[src/rtl/sbsram_pkg.sv]
package sbsram_pkg;
  localparam int LANES  = 4;
  localparam int LANE_W = 8;
  localparam int DATA_W = LANES * LANE_W;

  // low two address bits of burst beat k from base b
  function automatic logic [1:0] burst_lsb(input logic [1:0] b, input logic [1:0] k,
                                           input logic lin);
    return lin ? (b + k) : (b ^ k);
  endfunction

  // lanes written in this cycle; all zero means read
  function automatic logic [LANES-1:0] lane_mask(input logic gwe_n, input logic bwe_n,
                                                 input logic [LANES-1:0] be_n);
    if (!gwe_n)      return '1;
    else if (!bwe_n) return ~be_n;
    else             return '0;
  endfunction
endpackage

[src/rtl/sbsram_ctrl.sv]
module sbsram_ctrl
  import sbsram_pkg::*;
#(
  parameter int AW = 6
) (
  input  logic              clk,
  input  logic              rst_n,
  input  logic              sleep,
  input  logic [AW-1:0]     addr,
  input  logic              cs1_n,
  input  logic              cs2,
  input  logic              cs3_n,
  input  logic              strb_p_n,
  input  logic              strb_c_n,
  input  logic              adv_n,
  input  logic              lin_mode,
  input  logic              gwe_n,
  input  logic              bwe_n,
  input  logic [LANES-1:0]  be_n,
  input  logic [DATA_W-1:0] din,
  output logic              req_v,
  output logic [LANES-1:0]  req_mask,
  output logic [AW-1:0]     req_addr,
  output logic [DATA_W-1:0] req_data
);
  logic             active;
  logic [AW-1:0]    base_q;
  logic [1:0]       cnt_q;
  logic             mode_q;
  logic [1:0]       cnt_nxt;
  logic [LANES-1:0] cur_mask;
  logic [AW-1:0]    beat_addr;

  // named events used by the assertions
  logic sel_w, start_p, start_c, c_desel, cont_ev, p_ignored;

  assign sel_w     = !cs1_n && cs2 && !cs3_n;
  assign start_p   = !sleep && !strb_p_n && sel_w;
  assign start_c   = !sleep && !start_p && !strb_c_n && sel_w;
  assign c_desel   = !sleep && !start_p && !strb_c_n && !sel_w;
  assign cont_ev   = !sleep && !start_p && strb_c_n && active;
  assign p_ignored = !sleep && !strb_p_n && !sel_w && strb_c_n && !active;

  assign cnt_nxt   = adv_n ? cnt_q : cnt_q + 2'd1;
  assign cur_mask  = lane_mask(gwe_n, bwe_n, be_n);
  assign beat_addr = {base_q[AW-1:2], burst_lsb(base_q[1:0], cnt_nxt, mode_q)};

  always_ff @(posedge clk or negedge rst_n) begin
    if (!rst_n) begin
      active   <= 1'b0;
      base_q   <= '0;
      cnt_q    <= '0;
      mode_q   <= 1'b0;
      req_v    <= 1'b0;
      req_mask <= '0;
      req_addr <= '0;
      req_data <= '0;
    end else begin
      req_data <= din;
      if (start_p || start_c) begin
        active   <= 1'b1;
        base_q   <= addr;
        cnt_q    <= 2'd0;
        mode_q   <= lin_mode;
        req_v    <= 1'b1;
        req_addr <= addr;
        req_mask <= start_p ? '0 : cur_mask;
      end else if (cont_ev) begin
        cnt_q    <= cnt_nxt;
        req_v    <= 1'b1;
        req_addr <= beat_addr;
        req_mask <= cur_mask;
      end else begin
        req_v    <= 1'b0;
        req_mask <= '0;
        if (sleep || c_desel) active <= 1'b0;
      end
    end
  end


  proc_start_rd_chk: assert property (@(posedge clk) disable iff (!rst_n)
    start_p |=> (req_v && req_mask == '0));

  proc_ignored_chk: assert property (@(posedge clk) disable iff (!rst_n)
    p_ignored |=> !req_v);

  cache_desel_chk: assert property (@(posedge clk) disable iff (!rst_n)
    c_desel |=> (!req_v && !active));

  sleep_idle_chk: assert property (@(posedge clk) disable iff (!rst_n)
    sleep |=> (!req_v && !active));

  burst_hold_chk: assert property (@(posedge clk) disable iff (!rst_n)
    (cont_ev && adv_n) |=> $stable(req_addr));
endmodule

[src/rtl/sbsram_array.sv]
module sbsram_array
  import sbsram_pkg::*;
#(
  parameter int AW = 6
) (
  input  logic              clk,
  input  logic              rst_n,
  input  logic              sleep,
  input  logic              req_v,
  input  logic [LANES-1:0]  req_mask,
  input  logic [AW-1:0]     req_addr,
  input  logic [DATA_W-1:0] req_data,
  output logic              out_valid,
  output logic [DATA_W-1:0] dout
);
  localparam int DEPTH = 1 << AW;

  logic [DATA_W-1:0] mem [DEPTH];
  logic rd_fire, wr_fire;

  assign rd_fire = !sleep && req_v && (req_mask == '0);
  assign wr_fire = !sleep && req_v && (req_mask != '0);

  always_ff @(posedge clk) begin
    if (wr_fire) begin
      for (int l = 0; l < LANES; l++) begin
        if (req_mask[l]) mem[req_addr][l*LANE_W +: LANE_W] <= req_data[l*LANE_W +: LANE_W];
      end
    end
    if (rd_fire) dout <= mem[req_addr];
  end

  always_ff @(posedge clk or negedge rst_n) begin
    if (!rst_n) out_valid <= 1'b0;
    else        out_valid <= rd_fire;
  end


  read_out_chk: assert property (@(posedge clk) disable iff (!rst_n)
    (req_v && req_mask == '0 && !sleep) |=> out_valid);

  sleep_out_chk: assert property (@(posedge clk) disable iff (!rst_n)
    sleep |=> !out_valid);

  write_quiet_chk: assert property (@(posedge clk) disable iff (!rst_n)
    (req_v && req_mask != '0) |=> !out_valid);
endmodule

[src/rtl/sbsram_core.sv]
module sbsram_core
  import sbsram_pkg::*;
#(
  parameter int AW = 6
) (
  input  logic              clk,
  input  logic              rst_n,
  input  logic [AW-1:0]     addr,
  input  logic              cs1_n,
  input  logic              cs2,
  input  logic              cs3_n,
  input  logic              strb_p_n,
  input  logic              strb_c_n,
  input  logic              adv_n,
  input  logic              lin_mode,
  input  logic              gwe_n,
  input  logic              bwe_n,
  input  logic [LANES-1:0]  be_n,
  input  logic [DATA_W-1:0] din,
  input  logic              oe_n,
  input  logic              sleep,
  output logic [DATA_W-1:0] dq_o,
  output logic              dq_drv
);
  logic              req_v;
  logic [LANES-1:0]  req_mask;
  logic [AW-1:0]     req_addr;
  logic [DATA_W-1:0] req_data;
  logic              out_valid;

  sbsram_ctrl #(.AW(AW)) ctrl_i (
    .clk(clk), .rst_n(rst_n), .sleep(sleep), .addr(addr),
    .cs1_n(cs1_n), .cs2(cs2), .cs3_n(cs3_n),
    .strb_p_n(strb_p_n), .strb_c_n(strb_c_n), .adv_n(adv_n), .lin_mode(lin_mode),
    .gwe_n(gwe_n), .bwe_n(bwe_n), .be_n(be_n), .din(din),
    .req_v(req_v), .req_mask(req_mask), .req_addr(req_addr), .req_data(req_data)
  );

  sbsram_array #(.AW(AW)) array_i (
    .clk(clk), .rst_n(rst_n), .sleep(sleep),
    .req_v(req_v), .req_mask(req_mask), .req_addr(req_addr), .req_data(req_data),
    .out_valid(out_valid), .dout(dq_o)
  );

  assign dq_drv = out_valid && !oe_n && !sleep;


  drive_src_chk: assert property (@(posedge clk) disable iff (!rst_n)
    (!oe_n && !sleep && !$past(sleep) && $past(req_v) && $past(req_mask) == '0) |-> dq_drv);
endmodule

[config.mk]
export PLATFORM = sky130hd
export DESIGN_NAME = sbsram_core
export DESIGN_NICKNAME = d
export VERILOG_FILES = /design/src/rtl/sbsram_pkg.sv /design/src/rtl/sbsram_ctrl.sv /design/src/rtl/sbsram_array.sv /design/src/rtl/sbsram_core.sv
export SDC_FILE = /design/constraint.sdc
export NUM_CORES = 2
export LEC_CHECK = 0
export ABC_AREA = 1
export BUFFER_PORTS_ARGS = -buffer_cell sky130_fd_sc_hd__clkbuf_2
export CORE_AREA = 2 2 515 517
export CTS_BUF_LIST = sky130_fd_sc_hd__clkbuf_16
export DETAILED_ROUTE_END_ITERATION = 6
export DIE_AREA = 0 0 517 519
export PLACE_DENSITY = 0.58
export SETUP_SLACK_MARGIN = 0.05
export SYNTH_ARGS = -nofsm -noshare
export SYNTH_HDL_FRONTEND = slang
export SYNTH_SLANG_ARGS = --single-unit
export TNS_END_PERCENT = 50
[constraint.sdc]
create_clock -name clk -period 2.4 [get_ports clk]
set_input_delay 0.12 -clock clk [delete_from_list [all_inputs] [get_ports clk]]
set_output_delay 0.12 -clock clk [all_outputs]
set_load 0.01 [all_outputs]
======== After elaboration in Yosys (flattened, before gate mapping) ========
Memories as Yosys holds them, arrays and structs flattened. A register that Yosys moved wholly into a read port is not among the register bits.
Cells that the tools add are included.
storage, ports and cells
  register bits after elaboration ......... 54
  bits in writable memories ............... 2048
  input port bits ......................... 55
  output and inout bits ................... 33
  logic and storage cells ................. 73
  memories ................................ 1
memory list
  memory       depth  width  read ports  clocked after Yosys merged registers in  wr ports  line                RTL
  array_i.mem  64     32     1           1                                        1         sbsram_array.sv:18  logic [DATA_W-1:0] mem [DEPTH];
operators by class
  add/sub/neg operators ................... 2
  equal/unequal tests ..................... 1
  muxes and demuxes ....................... 28
  bitwise gates (word level) .............. 2
  reductions and logical operators ........ 30
operators by type and width
  kind                 count
  $mux 4               5
  $mux 1               17
  $logic_and 1x1->1    15
  $mux 6               2
  $logic_not 1->1      8
  $mux 2               4
  $logic_not 4->1      1
  $not 4->4            1
  $reduce_bool 2->1    2
  $reduce_bool 4->1    1
  $add 2x1->2 const B  1
  $add 2x2->2          1
  $logic_or 1x1->1     2
  $ne 2x2->1 const B   1
  $reduce_and 2->1     1
  $xor 2x2->2          1

======== Longest topological paths before layout ========
  depth after elaboration ................. 12
  mapped depth ............................ 11
  mapped depth without buffers ............ 10

======== Modules after synthesis ========
From an unflattened synthesis, not the netlist that was laid out.
unflattened totals
  cells, all modules ...................... 8884
  area, all modules ....................... 89888.7 um^2
by module, submodules not included
  module        instances  cells each  area an instance (um^2)  sequential area each (um^2)
  sbsram_array  1          8731        88062.0                  62484.9
  sbsram_ctrl   1          150         1813.0                   1326.3
  sbsram_core   1          3           13.8                     0.0

======== Least setup slack after synthesis ========
Ideal clock, no wire load.
  path kind ............................... flip-flop to flip-flop
  start point ............................. register ctrl_i.req_mask[3]
  end point ............................... register array_i.dout[0], read port of array_i.mem, enable pin
  setup time .............................. 0.423 ns
  data arrival time ....................... 1.931 ns
  data required time ...................... 1.977 ns
  slack ................................... 0.046 ns
  cell stages (with the launch flop) ...... 4
  path buffers ............................ 0
  period minus slack after synthesis ...... 2.354 ns
  cell sequence ........................... dfrtp_1 > nor2_1 > nand2_1 > nor2_1
between the ends
  word-level cells in the longest chain between the ends .. 2
RTL lines
  item                      line                RTL
  start: declaration        sbsram_ctrl.sv:22   output logic [LANES-1:0] req_mask,
  start signal: assignment  sbsram_ctrl.sv:67   req_mask <= start_p ? '0 : cur_mask;
  start signal: assignment  sbsram_ctrl.sv:72   req_mask <= cur_mask;
  $logic_not 4->1           sbsram_array.sv:21  assign rd_fire = !sleep && req_v && (req_mask == '0);
  $logic_and 1x1->1         sbsram_array.sv:21
  via array_i.rd_fire       sbsram_array.sv:19  logic rd_fire, wr_fire;
  end: declaration          sbsram_array.sv:14  output logic [DATA_W-1:0] dout
The timed path passes the listed nets, and every way through them passes these cells.
A chain may end at the register's enable or synchronous reset.

==> reports/metrics.yaml <==
worst_hold_path:
  min_path_type: "in -> reg"
yosys:
  ys_seq_area_share_pct: 69.6
  ys_warn_count: 0
  syn_nets: 8956
  synth-edff-count: 2080
  syn_avg_cell_area_um2: 10.3
  ys_ff_latch: 2134
  netlist_instances: 8900
  yosysTopAreaCell: "edfxtp_1"
  yosysTopAreaCellShare_pct: 68.1
  synth_ff_type: "edfxtp_1"
  synthTopCellsByArea: "edfxtp_1 68%, nand2_1 11%, inv_1 7.7%, nand3_1 5.2%, nor2_1 1.7%"
  synth_cell_type_count: 29
  synth_area_um2: 91700
  async_reset_ff_share_pct: 2.53
global_routing:
  antenna_found_initial: 6
  grt_pass1_vias: 60600
  grt_max_degree: 81
  gr-total-overflow: 0
  grt_usage_pct: 20.0
  grt_pass1_wl_um: 398000
power_and_ir_drop:
  irDropWorstVdd_mv: 0.707
  powerDensity_nw_per_um2: 904
  switchingPower_uw: 32800
  swShare_pct: 31.8
  p_seq_share_pct: 40.2
  pwr-share-comb_pct: 27.5
  p_clk_share_pct: 32.3
  leakage_uw: 0.0495
  internal_power_uw: 70400
  finalPower_uw: 103000
detailed_routing:
  dr.pass1.iters: 6
  routed_via_density: 4.73
  drc: 0
  drt-total-wl_um: 279000
  drtIter0Drc: 7288
  wire_per_inst_um: 20.7
  postRouteAntennaNets: 0
  vias: 63700
placement:
  dp_hpwl_um: 176000
  place.gp.congestion: 0.865
  portBuffers: 87
clock_tree:
  clk_pin_slew_ns: 0.06
  cts_sinks: 2134
  cts_buffers: 215
  cts_tree: "built"
  cts_max_path_buffers: 3
  cts.root.buffer_cell: "clkbuf_16"
  clk_latency_ns: 0.90
  h-tree-depth: 4
layout:
  layout_commonest_cell: "nand2_1"
  syn2layout_area_growth_pct: 24.5
  drive_above_1_share_pct: 17.0
  layout.nets: 9818
  mostFrequentLayoutCells: "2549 x nand2_1, 2080 x edfxtp_1, 1930 x inv_1"
floorplan:
  io_pins: 88
  initial_utilization_pct: 34.8
  core.rowCount: 189
  fp.dieW_um: 517
  core_area_um2: 263000
  die_area_um2: 268000
  die_h_um: 519
critical_path:
  startpoint_type: "flip-flop"
  end_kind: "flip-flop"
  crit_type: "reg -> reg"
  cp_data_arrival_time_ns: 3.11
  critPathRequiredTime_ns: 3.03
  path_max_fanout: 19
timing:
  slew_viol_final: 0
  finalSetupTns_ns: -0.255
  fin_skew_ns: 0.0531
  hold_violations: 0
  worstMarginPinSlew_ns: 1.18
  finalCritPeriodShare_pct: 103
  slew_headroom_pct: 21.3
  finalSetupViolations: 14
  setup_ws_ns: -0.0712
  min_period_ns: 2.47
  fmax_mhz: 405
  rsz0062_at_grt: "true"
status:
  violations: "setup timing"
  status: "complete, but fails checks"
run:
  maxCapViolations: 0
[sequential cells by signal, indices dropped and copies added, names as in the netlist]
register	cells
ctrl_i.base_q	6
array_i.mem	2048
array_i.out_valid	1
array_i.dout	32
ctrl_i.cnt_q	2
ctrl_i.req_data	32
ctrl_i.req_addr	6
ctrl_i.req_mask	4
ctrl_i.req_v	1
ctrl_i.mode_q	1
ctrl_i.active	1
[power by group through the flow]
stage	clock network [uW]	logic [uW]	registers, uW
2_1_floorplan	0	12700	42300
3_3_place_gp	0	22400	42300
3_5_place_dp	0	22500	42300
4_1_cts	33700	25300	41500
5_1_grt	35100	30400	41500
6_report	33300	28400	41500
[routing by layer]
layer  track usage [%]  wire length [um]
met5                 0                28
met4              6.56              9030
met3              2.87             20600
met2              32.5            132000
met1              27.5            118000
[path summary, 6_finish.rpt]
path / startpoint / endpoint / slack [ns] / depth (start not counted)
max in group asynchronous: rst_n / ctrl_i.req_addr[0] / 0.33 / 4
max: ctrl_i.req_addr[0] / array_i.dout[15] / -0.07 / 11
min: din[22] / ctrl_i.req_data[22] / 0.07 / 2
min reg2reg: ctrl_i.cnt_q[0] / ctrl_i.cnt_q[0] / 0.56 / 2
min in group asynchronous: rst_n / ctrl_i.base_q[1] / 0.37 / 4
max reg2reg: ctrl_i.req_addr[0] / array_i.dout[15] / -0.07 / 11
[what timing repair did]
item	in CTS	in global routing
cloned	21	40
hold endpoints to repair	120	0
resized for setup	238	328
hold buffers	114	0
setup buffers	17	35
setup endpoints to repair	947	1343
pin swaps	24	126
[cells by family (layout without fill, tap and decap cells)]
kind of cell	count (synthesis)	in the layout	synth area share [%]
compound gates	298	298	1.72
flops	2134	2134	69.6
fa+ha+maj	1	1	0.0136
buf+inv	2277	3323	9.78
xor+xnor	4	4	0.0382
other cells	0	4	0
simple gates	4186	4186	18.9
[worst max-delay path: stages, from the launching register on]
cell and delay (ns):
dfrtp_4 0.55, buf_12 0.18, clkinv_8 0.09, bufbuf_16 0.30, or2_2 0.29, nand2_2 0.07
nand2_2 0.07, o21ai_2 0.16, nand2_2 0.13, nor2_4 0.12, nand2_1 0.06, buf_4 0.17
[Yosys cell counts, types with 2 or more instances]
cell,n
nor2_1,404
or2_1,23
buf_4,10
inv_2,3
clkbuf_1,101
or2_2,102
nand3_1,961
nand2_1,2673
nor2_4,2
buf_2,281
edfxtp_1,2080
o21ai_0,83
o21ai_1,181
inv_1,1875
buf_1,3
o211ai_1,33
nor2_2,9
xor2_1,3
nor3_1,8
dfrtp_1,54
buf_6,3
[through the flow]
stage	utilization (%)	worst slack [ns]	instances	instance area (um2)	hold WS [ns]
6_report	43.3	-0.0712	13500	114000	0.0731
3_3_place_gp	38.7	-0.364	12900	102000	0.168
5_1_grt	43.3	-0.115	13500	114000	0.0395
3_5_place_dp	38.7	-0.405	12900	102000	0.184
4_1_cts	42.5	-0.0700	13400	112000	0.00151
2_1_floorplan	-	0.326	8900	91700	-0.176
[final cells by class]
class	count	area, um2
fillers	24500	149000
flip-flops and latches	2134	63900
diodes	4	10.0
multi-input cells	4489	20300
inverters	1879	7090
clock inverters	186	1610
clock buffers	215	5380
repair buffers	1042	11500
repair inverters	1	16.3
well taps	3533	4420
Power figures use the tool's default switching activity.
